File: src/rtl/snpinv_pkg.sv
package snpinv_pkg;

    // Default geometry of the snooped cache
    localparam int unsigned DEF_CPUS  = 2;
    localparam int unsigned DEF_SETS  = 8;
    localparam int unsigned DEF_WAYS  = 2;
    localparam int unsigned DEF_TAG_W = 8;

    // Index that follows cur in a ring of n sources
    function automatic int unsigned rr_next(input int unsigned cur, input int unsigned n);
        return (cur + 1 >= n) ? 0 : cur + 1;
    endfunction

    // Wrap an offset from the ring pointer back into range
    function automatic int unsigned ring_add(input int unsigned base, input int unsigned off,
                                             input int unsigned n);
        int unsigned sum;
        sum = base + off;
        return (sum >= n) ? sum - n : sum;
    endfunction

endpackage

File: src/rtl/snpinv_tag_store.sv
module snpinv_tag_store
    import snpinv_pkg::*;
#(
    parameter int unsigned SETS  = DEF_SETS,
    parameter int unsigned WAYS  = DEF_WAYS,
    parameter int unsigned TAG_W = DEF_TAG_W,
    parameter int unsigned SET_W = $clog2(SETS),
    parameter int unsigned WAY_W = $clog2(WAYS)
) (
    input  logic                                   clk,
    input  logic                                   rst,
    input  logic                                   flush,
    input  logic                                   fill_en,
    input  logic [SET_W-1:0]                       fill_set,
    input  logic [WAY_W-1:0]                       fill_way,
    input  logic [TAG_W-1:0]                       fill_tag,
    input  logic                                   clr_en,
    input  logic [SET_W-1:0]                       clr_set,
    input  logic [WAYS-1:0]                        clr_mask,
    output logic [SETS-1:0][WAYS-1:0]              valid_q,
    output logic [SETS-1:0][WAYS-1:0][TAG_W-1:0]   tag_q
);

    always_ff @(posedge clk) begin
        if (rst) begin
            valid_q <= '0;
            tag_q   <= '0;
        end else begin
            if (fill_en) begin
                tag_q[fill_set][fill_way] <= fill_tag;
            end
            if (flush) begin
                valid_q <= '0;
            end else begin
                for (int s = 0; s < int'(SETS); s++) begin
                    for (int w = 0; w < int'(WAYS); w++) begin
                        if (fill_en && fill_set == SET_W'(s) && fill_way == WAY_W'(w)) begin
                            valid_q[s][w] <= 1'b1;
                        end
                        // Placed after the refill so that a clear wins
                        if (clr_en && clr_set == SET_W'(s) && clr_mask[w]) begin
                            valid_q[s][w] <= 1'b0;
                        end
                    end
                end
            end
        end
    end

endmodule

File: src/rtl/snpinv_detect.sv
module snpinv_detect
    import snpinv_pkg::*;
#(
    parameter int unsigned NSRC  = DEF_CPUS + 1,
    parameter int unsigned SETS  = DEF_SETS,
    parameter int unsigned WAYS  = DEF_WAYS,
    parameter int unsigned TAG_W = DEF_TAG_W,
    parameter int unsigned SET_W = $clog2(SETS)
) (
    input  logic                                   clk,
    input  logic                                   rst,
    input  logic                                   flush,
    input  logic [NSRC-1:0]                        snp_vld,
    input  logic [NSRC-1:0][SET_W-1:0]             snp_set,
    input  logic [NSRC-1:0][TAG_W-1:0]             snp_tag,
    input  logic [SETS-1:0][WAYS-1:0]              valid_q,
    input  logic [SETS-1:0][WAYS-1:0][TAG_W-1:0]   tag_q,
    input  logic [NSRC-1:0]                        gnt,
    output logic [NSRC-1:0]                        pend_vld,
    output logic [NSRC-1:0][SET_W-1:0]             pend_set,
    output logic [NSRC-1:0][WAYS-1:0]              pend_mask
);

    typedef struct packed {
        logic [SET_W-1:0] set;
        logic [WAYS-1:0]  mask;
    } pend_t;

    for (genvar s = 0; s < NSRC; s++) begin : g_src
        logic [WAYS-1:0] hit;
        logic            occ_q;
        pend_t           ent_q;

        // Stage one: every way of the addressed set against the snoop tag
        always_comb begin
            for (int w = 0; w < int'(WAYS); w++) begin
                hit[w] = valid_q[snp_set[s]][w] && (tag_q[snp_set[s]][w] == snp_tag[s]);
            end
        end

        always_ff @(posedge clk) begin
            if (rst || flush) begin
                occ_q <= 1'b0;
                ent_q <= '0;
            end else if (gnt[s]) begin
                occ_q <= 1'b0;
            end else if (snp_vld[s] && !occ_q && (|hit)) begin
                occ_q      <= 1'b1;
                ent_q.set  <= snp_set[s];
                ent_q.mask <= hit;
            end
        end

        assign pend_vld[s]  = occ_q;
        assign pend_set[s]  = ent_q.set;
        assign pend_mask[s] = ent_q.mask;
    end

endmodule

File: src/rtl/snpinv_rr_arb.sv
module snpinv_rr_arb
    import snpinv_pkg::*;
#(
    parameter int unsigned N     = DEF_CPUS + 1,
    parameter int unsigned IDX_W = $clog2(N)
) (
    input  logic             clk,
    input  logic             rst,
    input  logic [N-1:0]     req,
    output logic [N-1:0]     gnt,
    output logic             gnt_vld,
    output logic [IDX_W-1:0] gnt_idx
);

    logic [IDX_W-1:0] ptr_q;
    int unsigned      cand;

    // Scan from the far end so the candidate nearest the pointer is kept
    always_comb begin
        gnt_vld = 1'b0;
        gnt_idx = '0;
        cand    = 0;
        for (int k = int'(N) - 1; k >= 0; k--) begin
            cand = ring_add(int'(ptr_q), k, N);
            if (req[cand]) begin
                gnt_vld = 1'b1;
                gnt_idx = IDX_W'(cand);
            end
        end
        gnt = '0;
        gnt[gnt_idx] = gnt_vld;
    end

    always_ff @(posedge clk) begin
        if (rst) begin
            ptr_q <= '0;
        end else if (gnt_vld) begin
            ptr_q <= IDX_W'(rr_next(int'(gnt_idx), N));
        end
    end

endmodule

File: src/rtl/snpinv_unit.sv
module snpinv_unit
    import snpinv_pkg::*;
#(
    parameter int unsigned NUM_CPUS  = DEF_CPUS,
    parameter int unsigned NUM_SETS  = DEF_SETS,
    parameter int unsigned NUM_WAYS  = DEF_WAYS,
    parameter int unsigned TAG_W     = DEF_TAG_W,
    localparam int unsigned NSRC     = NUM_CPUS + 1,
    localparam int unsigned SET_W    = $clog2(NUM_SETS),
    localparam int unsigned WAY_W    = $clog2(NUM_WAYS),
    localparam int unsigned IDX_W    = $clog2(NSRC)
) (
    input  logic                    clk,
    input  logic                    rst,
    input  logic                    flush_i,
    input  logic [NSRC-1:0]         snp_valid_i,
    input  logic [NSRC*SET_W-1:0]   snp_set_i,
    input  logic [NSRC*TAG_W-1:0]   snp_tag_i,
    output logic [NSRC-1:0]         snp_busy_o,
    input  logic                    fill_en_i,
    input  logic [SET_W-1:0]        fill_set_i,
    input  logic [WAY_W-1:0]        fill_way_i,
    input  logic [TAG_W-1:0]        fill_tag_i,
    input  logic [SET_W-1:0]        lkp_set_i,
    input  logic [TAG_W-1:0]        lkp_tag_i,
    output logic                    lkp_hit_o,
    output logic [NUM_WAYS-1:0]     lkp_ways_o
);

    logic [NSRC-1:0][SET_W-1:0]                   snp_set_a;
    logic [NSRC-1:0][TAG_W-1:0]                   snp_tag_a;
    logic [NUM_SETS-1:0][NUM_WAYS-1:0]            valid_q;
    logic [NUM_SETS-1:0][NUM_WAYS-1:0][TAG_W-1:0] tag_q;
    logic [NSRC-1:0]                              pend_vld;
    logic [NSRC-1:0][SET_W-1:0]                   pend_set;
    logic [NSRC-1:0][NUM_WAYS-1:0]                pend_mask;
    logic [NSRC-1:0]                              gnt;
    logic                                         gnt_vld;
    logic [IDX_W-1:0]                             gnt_idx;
    logic                                         clr_en;
    logic [SET_W-1:0]                             clr_set;
    logic [NUM_WAYS-1:0]                          clr_mask;

    assign snp_set_a = snp_set_i;
    assign snp_tag_a = snp_tag_i;

    snpinv_tag_store #(
        .SETS(NUM_SETS), .WAYS(NUM_WAYS), .TAG_W(TAG_W), .SET_W(SET_W), .WAY_W(WAY_W)
    ) u_store (
        .clk(clk), .rst(rst), .flush(flush_i),
        .fill_en(fill_en_i), .fill_set(fill_set_i), .fill_way(fill_way_i), .fill_tag(fill_tag_i),
        .clr_en(clr_en), .clr_set(clr_set), .clr_mask(clr_mask),
        .valid_q(valid_q), .tag_q(tag_q)
    );

    snpinv_detect #(
        .NSRC(NSRC), .SETS(NUM_SETS), .WAYS(NUM_WAYS), .TAG_W(TAG_W), .SET_W(SET_W)
    ) u_detect (
        .clk(clk), .rst(rst), .flush(flush_i),
        .snp_vld(snp_valid_i), .snp_set(snp_set_a), .snp_tag(snp_tag_a),
        .valid_q(valid_q), .tag_q(tag_q), .gnt(gnt),
        .pend_vld(pend_vld), .pend_set(pend_set), .pend_mask(pend_mask)
    );

    snpinv_rr_arb #(
        .N(NSRC), .IDX_W(IDX_W)
    ) u_arb (
        .clk(clk), .rst(rst), .req(pend_vld),
        .gnt(gnt), .gnt_vld(gnt_vld), .gnt_idx(gnt_idx)
    );

    // Single write port into the valid array
    always_comb begin
        clr_en   = gnt_vld;
        clr_set  = pend_set[gnt_idx];
        clr_mask = pend_mask[gnt_idx];
    end

    always_comb begin
        for (int w = 0; w < int'(NUM_WAYS); w++) begin
            lkp_ways_o[w] = valid_q[lkp_set_i][w] && (tag_q[lkp_set_i][w] == lkp_tag_i);
        end
        lkp_hit_o = |lkp_ways_o;
    end

    assign snp_busy_o = pend_vld;

endmodule

File: config.mk
export PLATFORM = sky130hd
export DESIGN_NAME = snpinv_unit
export DESIGN_NICKNAME = d
export VERILOG_FILES = /design/src/rtl/snpinv_pkg.sv /design/src/rtl/snpinv_tag_store.sv /design/src/rtl/snpinv_detect.sv /design/src/rtl/snpinv_rr_arb.sv /design/src/rtl/snpinv_unit.sv
export SDC_FILE = /design/constraint.sdc
export NUM_CORES = 1
export LEC_CHECK = 0
export BUFFER_PORTS_ARGS = -buffer_cell sky130_fd_sc_hd__clkbuf_2
export CORE_ASPECT_RATIO = 0.6
export CORE_MARGIN = 8
export CORE_UTILIZATION = 62
export DETAILED_ROUTE_END_ITERATION = 12
export PLACE_DENSITY = 0.93
export SLEW_MARGIN = 40
export SYNTH_ARGS = -nofsm -noshare
export SYNTH_HDL_FRONTEND = slang
export SYNTH_SLANG_ARGS = --single-unit
File: constraint.sdc
create_clock -name clk -period 3.2 [get_ports clk]
set_input_delay 0.16 -clock clk [delete_from_list [all_inputs] [get_ports clk]]
set_output_delay 0.16 -clock clk [all_outputs]
set_load 0.01 [all_outputs]
Yosys cells after proc, flatten, opt, wreduce, memory -nomap -nowiden
Cells that the tools add are included.

word-level totals
  register bits = 164
  bits of input ports = 63
  output and inout port bits = 6
  logic and storage cells = 232

operators by class
  $add $sub $neg = 6
  order comparisons = 17
  eq/ne operators = 22
  muxes and demuxes = 43
  bitwise gates (word level) = 5
  reductions and logical operators = 97

operator list
  operator                                               number
  binary-select mux 16 bit (select 3 bit)                4
  bitwise mux 128 bit                                    1
  < comparator 32 x 3 -> 1 bit (second input constant)   3
  2-to-1 mux 32 bit                                      3
  2-to-1 mux 16 bit                                      5
  logical AND 1 bit                                      65
  equality test 8 bit                                    8
  >= comparator 32 x 2 -> 1 bit (second input constant)  2
  subtractor 32 x 2 -> 32 bit (second input constant)    2
  demux 16 bit (select 3 bit)                            1
  OR reduction 3 bit                                     16
  binary-select mux 2 bit (select 3 bit)                 4
  equality test 3 bit (second input constant)            8
  < comparator 3 x 4 -> 1 bit (second input constant)    5
  2-to-1 mux 2 bit                                       9
  OR reduction 2 bit                                     7
  equality test 3 x 2 -> 1 bit (second input constant)   4
  demux 8 bit (select 1 bit)                             1
  2-to-1 mux 8 bit                                       1
  2-to-1 mux 1 bit                                       7
  adder 2 x 1 -> 3 bit (second input constant)           2
  binary-select mux 1 bit (select 2 bit)                 3
  binary-select mux 3 bit (select 2 bit)                 1
  equality test 3 x 1 -> 1 bit (second input constant)   2
  18 further kinds                                       26

Logic depth before layout (Yosys ltp)
Gate-level depths: netlist of the first run.

  word-level depth = 15
  gate-level depth with buffers = 10
  gate-level depth less buffers = 9

Hierarchy
A second synthesis of the first run with hierarchy kept.

second synthesis, totals
  cells, all modules = 1130
  area, all modules = 12059.1 um2

by module, submodules not included
  module            instances  cells each  area an instance (um2)  sequential area each (um2)
  snpinv_tag_store  1          559         5604.1                  2882.8
  snpinv_detect     1          401         4727.0                  360.3
  snpinv_unit       1          133         1461.4                  0.0
  snpinv_rr_arb     1          37          266.5                   40.0

Worst setup path before layout of the first run
Ideal clock, no wire load.

  path kind = input-to-output
  start = input port lkp_set_i[0]
  end = output port lkp_hit_o
  arrival = 2.258 ns
  required time = 3.040 ns
  path slack = 0.782 ns
  stages on the path = 8
  buffers on the path = 2
  path through = clkbuf_1 > buf_2 > mux4_2 > mux2i_1 > xnor2_1 > nor4_1 > nand4_1 > o22ai_1

on the way
  longest elaborated chain between the ends = 5
  elaborated cells between the ends (all ways) = 9
  those cells by class = 2 x eq/ne; 4 x mux; 3 x reduce/logical

ends and longest elaborated chain
  what                                     line               text
  start, declared                          snpinv_unit.sv:24  input logic [SET_W-1:0] lkp_set_i,
  binary-select mux 16 bit (select 3 bit)  snpinv_unit.sv:81  lkp_ways_o[w] = valid_q[lkp_set_i][w] && (tag_q[lkp_set_i][w] == lkp_tag_i);
  2-to-1 mux 16 bit (implied by the code)  snpinv_unit.sv:81
  equality test 8 bit                      snpinv_unit.sv:81
  logical AND 1 bit                        snpinv_unit.sv:81
  OR reduction 2 bit *                     snpinv_unit.sv:83  lkp_hit_o = |lkp_ways_o;
  end, declared                            snpinv_unit.sv:26  output logic lkp_hit_o,

Every way passes the cells marked *; elsewhere a longest branch is shown, timed or not. The select of a mux whose other input is x is not followed.

Worst setup path after layout of the first run
  start = register u_store.tag_q[117] (netlist name)
  end = output port lkp_hit_o

on the way
  longest elaborated chain between the ends = 5

ends and longest elaborated chain
  what                                     line
  binary-select mux 16 bit (select 3 bit)  snpinv_unit.sv:81
  2-to-1 mux 16 bit                        -
  equality test 8 bit                      snpinv_unit.sv:81
  logical AND 1 bit                        snpinv_unit.sv:81
  OR reduction 2 bit                       snpinv_unit.sv:83

Every way passes these cells. The select of a mux whose other input is x is not followed.

==> metrics.md, run 1 <==
| Metric | Value |
|---|---|
| Skew final | 0.0101 ns |
| Total wire length | 38.0 mm |
| Max-slew violations | 0 |
| Proportion of layout cells with a drive suffix above 1 | 26.7% |
| GRT Total Usage | 33.6% |
| Crit. End Element | output port |
| Cell Area, Placed | 0.0119 mm^2 |
| CTS max path bufs | 2 |
| Drt drc | 0 |
| Max-slew headroom | 46.8% |
| CP required | 3.04 ns |
| Top post-synthesis cells by area | dfxtp_1 (29%), mux4_2 (27%), mux2i_1 (15%), nand2_1 (5.1%), xnor2_1 (4.5%) |
| H-tree depth | 4 |
| Routability cong. | 1.07 |
| Final setup viols | 0 |
| R2R cell count | 9 |
| Vias in the first global route | 9744 |
| Fmax | 324 MHz |
| Worst-Skew Late Latency | 0.45 ns |
| Initial Utilization | 62.6% |
| Root Buffer | clkbuf_16 |
| WHS Path Cells | 3 |
| Placed Cells | 1347 |
| Worst slew pin tran | 0.798 ns |
| Syn avg cell area | 10.4 um^2 |
| Resize count post-CTS | 0 |
| Core ar. | 0.0179 mm^2 |
| Main synth FF type | dfxtp_1 |
| First-pass DRT Iterations | 6 |
| Clock transition at path regs | 0.07 ns |
| WL/cell | 27.6 um |
| Yosys top cell by area | dfxtp_1 |
| Post-layout util | 69.8% |
| Gate Count Post-Synth | 1076 |
| Die width | 189 um |
| Die area | 0.0228 mm^2 |
| Via count | 9945 |
| Detailed placement HPWL | 27.4 mm |
| Critical path data arrival time | 2.92 ns |
| Pleak | 4.37 nW |
| Synth warnings | 0 |
| CTS sink count | 164 |
| Largest net degree at the start of global routing | 74 |
| Final net count | 1192 |
| Post-route cell area | 0.0125 mm^2 |
| Ports | 69 |
| Crit share post-route | 96.3% |
| Grt total ovfl | 0 |
| Crit-path max FO | 5 |
| Post-synthesis register bit count | 164 |
| Ant. Diodes | 0 |
| Die H | 120 um |
| Number of synthesized flops with an enable pin | 0 |
| Syn nets | 1141 |
| Synth cell types | 53 |
| CTS tree | yes |
| Area grow syn2layout | 11.4% |
| Register area share after synthesis | 29.3% |
| I/O Buffers | 68 |
| Final TNS setup | 0 ns |
| Via density | 7.21 |
| Std-Cell Rows | 38 |
| Final min period | 3.08 ns |
| RSZ-0062 raised after global routing | no |
| 1st-iter DRT viols | 1843 |
| Fin cells | 1379 |
| Max cap viols | 0 |
| Hold/Removal Path Class | in2reg |
| WS Path Type | reg2out |
| Synth Cell Area | 0.0112 mm^2 |
| Status | completed |
| Initial antenna violation count | 1 |
| PwrDens | 391 mW/mm^2 |
| CP Launch Type | flip-flop |
| Synth top area share | 29.3% |
| Peak supply drop | 0.000466 V |
| Global-route wire length before repair | 58.5 mm |
| Synth async-reset ratio | 0% |
| Post CTS Setup Buffer Count | 0 |
| DRT antenna net count | 0 |
| Final hold vios | 0 |
| CTS Buf Count | 17 |
-- cells by family (layout without fill, tap and decap cells) --
family,Yosys count,after routing,synth area share (%)
XOR/XNOR,64,64,5.01
multiplexers,304,304,42.4
flip-flops,164,164,29.3
adder cells (fa/ha/maj),2,2,0.224
AO/OA/AOI/OAI,119,119,6.58
buffers and inverters,98,161,3.95
AND/OR/NAND/NOR,325,325,12.5
-- routing by layer --
layer	global-route usage (%)	wire length (um)	vias up
met5	0	10	-
li1	-	-	4087
met3	14.8	6450	165
met2	48.5	16200	958
met4	15.1	1740	2
met1	43.2	13600	4733
-- cells in the mapped netlist (2+ instances only) --
| master | n |
|---|---|
| a21o_1 | 2 |
| ha_1 | 2 |
| nor2b_1 | 14 |
| buf_1 | 12 |
| a31oi_1 | 2 |
| buf_2 | 23 |
| nor2_1 | 98 |
| a22oi_1 | 7 |
| nand3_1 | 10 |
| nand4_1 | 12 |
| o22ai_1 | 2 |
| and2_1 | 2 |
| nor4_1 | 4 |
| nor3_1 | 11 |
| mux2i_1 | 168 |
| or3_1 | 2 |
| buf_6 | 2 |
| or2_2 | 5 |
| clkbuf_1 | 40 |
| a21oi_1 | 68 |
| clkinv_1 | 7 |
| o21ai_0 | 18 |
| o221a_2 | 6 |
| buf_4 | 5 |
| nand3b_1 | 3 |
| inv_1 | 8 |
| nand2_1 | 153 |
| xnor2_1 | 58 |
| xor2_1 | 6 |
| dfxtp_1 | 164 |
| nand2b_1 | 5 |
| mux4_2 | 136 |
-- critical path, cell delays in order, from the launching register on --
cell and delay, ns:
dfxtp_1 0.37, mux4_2 0.51, mux2i_1 0.44, xnor2_1 0.13
nor4_1 0.36, nand4_1 0.26, o22ai_1 0.24, clkbuf_2 0.16
-- sequential cells by signal, indices dropped and copies added (netlist names) --
signal,cells
u_detect.pend_mask,6
u_detect.g_src.occ_q,3
u_store.valid_q,16
u_arb.ptr_q,2
u_store.tag_q,128
u_detect.pend_set,9
-- power breakdown --
part	internal, mW	switching (mW)	total, mW
logic	0.258	0.370	0.628
registers	2.06	0.0343	2.10
clock network	1.20	0.954	2.15
-- final cells by class --
type / count / area [um^2]
tap: 240 / 300
multi-input combinational: 814 / 7490
fill: 1274 / 5400
inverter: 15 / 56.3
clock buffer: 18 / 439
timing repair buffer: 115 / 748
sequential: 164 / 3280
clock inverter: 13 / 161
-- cell usage in the layout, fill, tap and decap left out, drive strengths merged, types with 6 or more instances in the layout --
cell type / Yosys / layout
nor2: 99 / 99
dfxtp: 164 / 164
nor2b: 14 / 14
mux4: 136 / 136
clkbuf: 40 / 85
o221a: 6 / 6
nor3: 11 / 11
mux2i: 168 / 168
nand3: 10 / 10
nand4: 12 / 12
inv: 8 / 16
xnor2: 58 / 58
nand2: 154 / 154
a21oi: 68 / 68
buf: 43 / 47
a22oi: 7 / 7
xor2: 6 / 6
clkinv: 7 / 8
o21ai: 19 / 19
-- path summary, 6_finish.rpt --
kind | startpoint | end | slack (ns)
worst min register to register | u_detect.pend_set[1] | u_detect.pend_set[1] | 0.47
worst max register to register | u_arb.ptr_q[0] | u_store.valid_q[1] | 0.28
worst min-delay path | fill_tag_i[3] | u_store.tag_q[11] | 0.21
worst max-delay path | u_store.tag_q[117] | lkp_hit_o | 0.12
-- per-stage QoR --
stage	total power [mW]	hold slack (ns)	worst slack, ns
floorplan	2.53	0.307	0.782
global placement	2.73	0.409	0.416
detailed placement	2.74	0.415	0.325
CTS	4.85	0.189	0.272
global route	5.00	0.221	0.0575
finish	4.87	0.212	0.118
-- what timing repair did --
action,in CTS,in global routing
setup endpoints to repair,0,0
hold buffers,1,0
hold endpoints to repair,5,0
Note: power is estimated with default switching activity, not from simulation.
==> inputs of run 2 (changes only) <==
--- a/config.mk
+++ b/config.mk
@@ -10,7 +10,9 @@
 export CORE_MARGIN = 8
 export CORE_UTILIZATION = 62
 export DETAILED_ROUTE_END_ITERATION = 12
+export MAX_ROUTING_LAYER = met4
 export PLACE_DENSITY = 0.93
+export SETUP_SLACK_MARGIN = 0.15
 export SLEW_MARGIN = 40
 export SYNTH_ARGS = -nofsm -noshare
 export SYNTH_HDL_FRONTEND = slang
==> metrics.md, run 2 (synthesized netlist as in run 1, its figures left out) <==
| Metric | Value |
|---|---|
| DRT antenna net count | 0 |
| WP buf/inv | 1 |
| Global-route wire length before repair | 59.0 mm |
| Max cap viols | 0 |
| First-pass DRT Iterations | 6 |
| Core ar. | 0.0179 mm^2 |
| CTS sink count | 164 |
| Crit-path max FO | 5 |
| Die area | 0.0228 mm^2 |
| Drt drc | 0 |
| Hold path endpoint | u_store.valid_q[3] |
| Die H | 120 um |
| WS Path Type | reg2out |
| Proportion of layout cells with a drive suffix above 1 | 27.0% |
| CTS max path bufs | 2 |
| Post CTS Setup Buffer Count | 0 |
| Grt total ovfl | 0 |
| RSZ-0062 raised after global routing | no |
| Worst-Skew Late Latency | 0.45 ns |
| Std-Cell Rows | 38 |
| Cell family with most CP delay | multiplexers |
| Ports | 69 |
| Detailed placement HPWL | 27.9 mm |
| Initial Utilization | 62.6% |
| Critical Path Slowest Stage Cell | mux4_2 |
| Resize count post-CTS | 0 |
| Most common cell after layout, fill and taps aside | mux2i_1 |
| 1st-iter DRT viols | 1763 |
| Status | completed |
| Reg2Reg Setup Slack | 0.38 ns |
| Fillers | 1293 |
| Largest net degree at the start of global routing | 100 |
| Max-slew violations | 0 |
| CTS tree | yes |
| Initial antenna violation count | 1 |
| Most frequent cells in the layout | mux2i_1 (168), dfxtp_1 (164), nand2_1 (153) |
| PwrDens | 384 mW/mm^2 |
| Worst path depth | 7 |
| Place WS | 0.313 ns |
| Peak supply drop | 0.000441 V |
| Total wire length | 39.3 mm |
| CP Launch Type | flip-flop |
| Routability cong. | 1.03 |
| CP required | 3.04 ns |
| Area grow syn2layout | 11.3% |
| Max-slew headroom | 35.8% |
| WL/cell | 28.4 um |
| FF/Latch Area | 0.00328 mm^2 |
| Final hold vios | 0 |
| RR Endpoint | u_store.valid_q[1] |
| Die width | 189 um |
| Via density | 7.30 |
| GRT Total Usage | 35.3% |
| Skew final | 0.0156 ns |
| Vias in the first global route | 9824 |
| Crit share post-route | 92.1% |
| Reg-to-reg critical path startpoint | u_arb.ptr_q[0] |
| Final min period | 2.95 ns |
| Crit. End Element | output port |
| Critical path data arrival time | 2.79 ns |
| Critical path's largest stage delay | 0.48 ns |
| CP Cell Sequence | mux4_2 > mux2i_1 > xnor2_1 > nor4_1 > nand4_1 > o22ai_1 > clkbuf_2 |
| Setup ws final | 0.252 ns |
| I/O Buffers | 68 |
| R2R cell count | 9 |
| Area taken by multi-input logic gates | 0.00749 mm^2 |
| Via count | 10100 |
| CTS Buf Count | 17 |
| Root Buffer | clkbuf_16 |
| Pleak | 4.37 nW |
| Hold/Removal Path Class | in2reg |
| WHS Path Cells | 4 |
| Final net count | 1194 |
| Number of flip-flops in the largest register | 128 |
| H-tree depth | 4 |
| Final setup viols | 0 |
| Worst slew pin tran | 0.960 ns |
| Fmax | 339 MHz |
| Final TNS setup | 0 ns |
| HP Start | flush_i |
| Cts hold-fix bufs | 0 |
| Top reg by flops | u_store.tag_q |
| Clock transition at path regs | 0.08 ns |
## run 2: worst min-delay path, delay by kind of cell
family                 cells  cell delay, ns
buffers and inverters      1            0.10
AOI/OAI and AO/OA          2            0.14
and+or+nand+nor            1            0.11
## run 2: worst max path at each step
stage                             startpoint                    end  slack (ns)
final                     u_store.tag_q[117]              lkp_hit_o        0.25
after global routing          u_arb.ptr_q[0]     u_store.valid_q[7]        0.16
after CTS                     u_arb.ptr_q[0]    u_store.valid_q[10]        0.36
after detailed placement        snp_set_i[3]   u_detect.pend_set[5]        0.31
after global placement          snp_set_i[1]  u_detect.pend_mask[1]        0.35
after floorplan                 lkp_set_i[0]              lkp_hit_o        0.78
## run 2: power by group
| group | total [mW] | switching, mW | internal [mW] | leakage (nW) |
|---|---|---|---|---|
| Combinational | 0.641 | 0.382 | 0.259 | 2.77 |
| Sequential | 2.10 | 0.0337 | 2.06 | 1.32 |
| Clock | 2.05 | 0.954 | 1.09 | 0.278 |
| Total | 4.78 | 1.37 | 3.41 | 4.37 |
## run 2: layout make-up
class                      instances  share of cell area (%)
antenna                            1                  0.0201
clock buffer                      17                    3.41
clock inverter                    15                    1.18
inverter                          15                   0.452
multi-input combinational        814                    60.1
sequential                       164                    26.4
tap                              240                    2.41
timing repair buffer             117                    6.04
## run 2: through the flow
step	power, mW	area [um^2]	instances	hold slack, ns	utilization (%)
after CTS	4.75	12500	1382	0.111	69.7
after global placement	2.73	11900	1350	0.444	66.4
after floorplan	2.53	11200	1076	0.307	-
final	4.78	12500	1383	0.115	69.7
after detailed placement	2.75	11900	1350	0.455	66.4
after global routing	4.89	12500	1383	0.127	69.7
## run 2: layer usage
| layer | track usage (%) | vias to the layer above | share of wire, % |
|---|---|---|---|
| li1 | - | 4084 | - |
| met1 | 44.3 | 4819 | 35 |
| met2 | 49.3 | 997 | 43 |
| met3 | 13.1 | 202 | 17 |
| met4 | 18.5 | 0 | 5.4 |
| met5 | - | - | 0 |
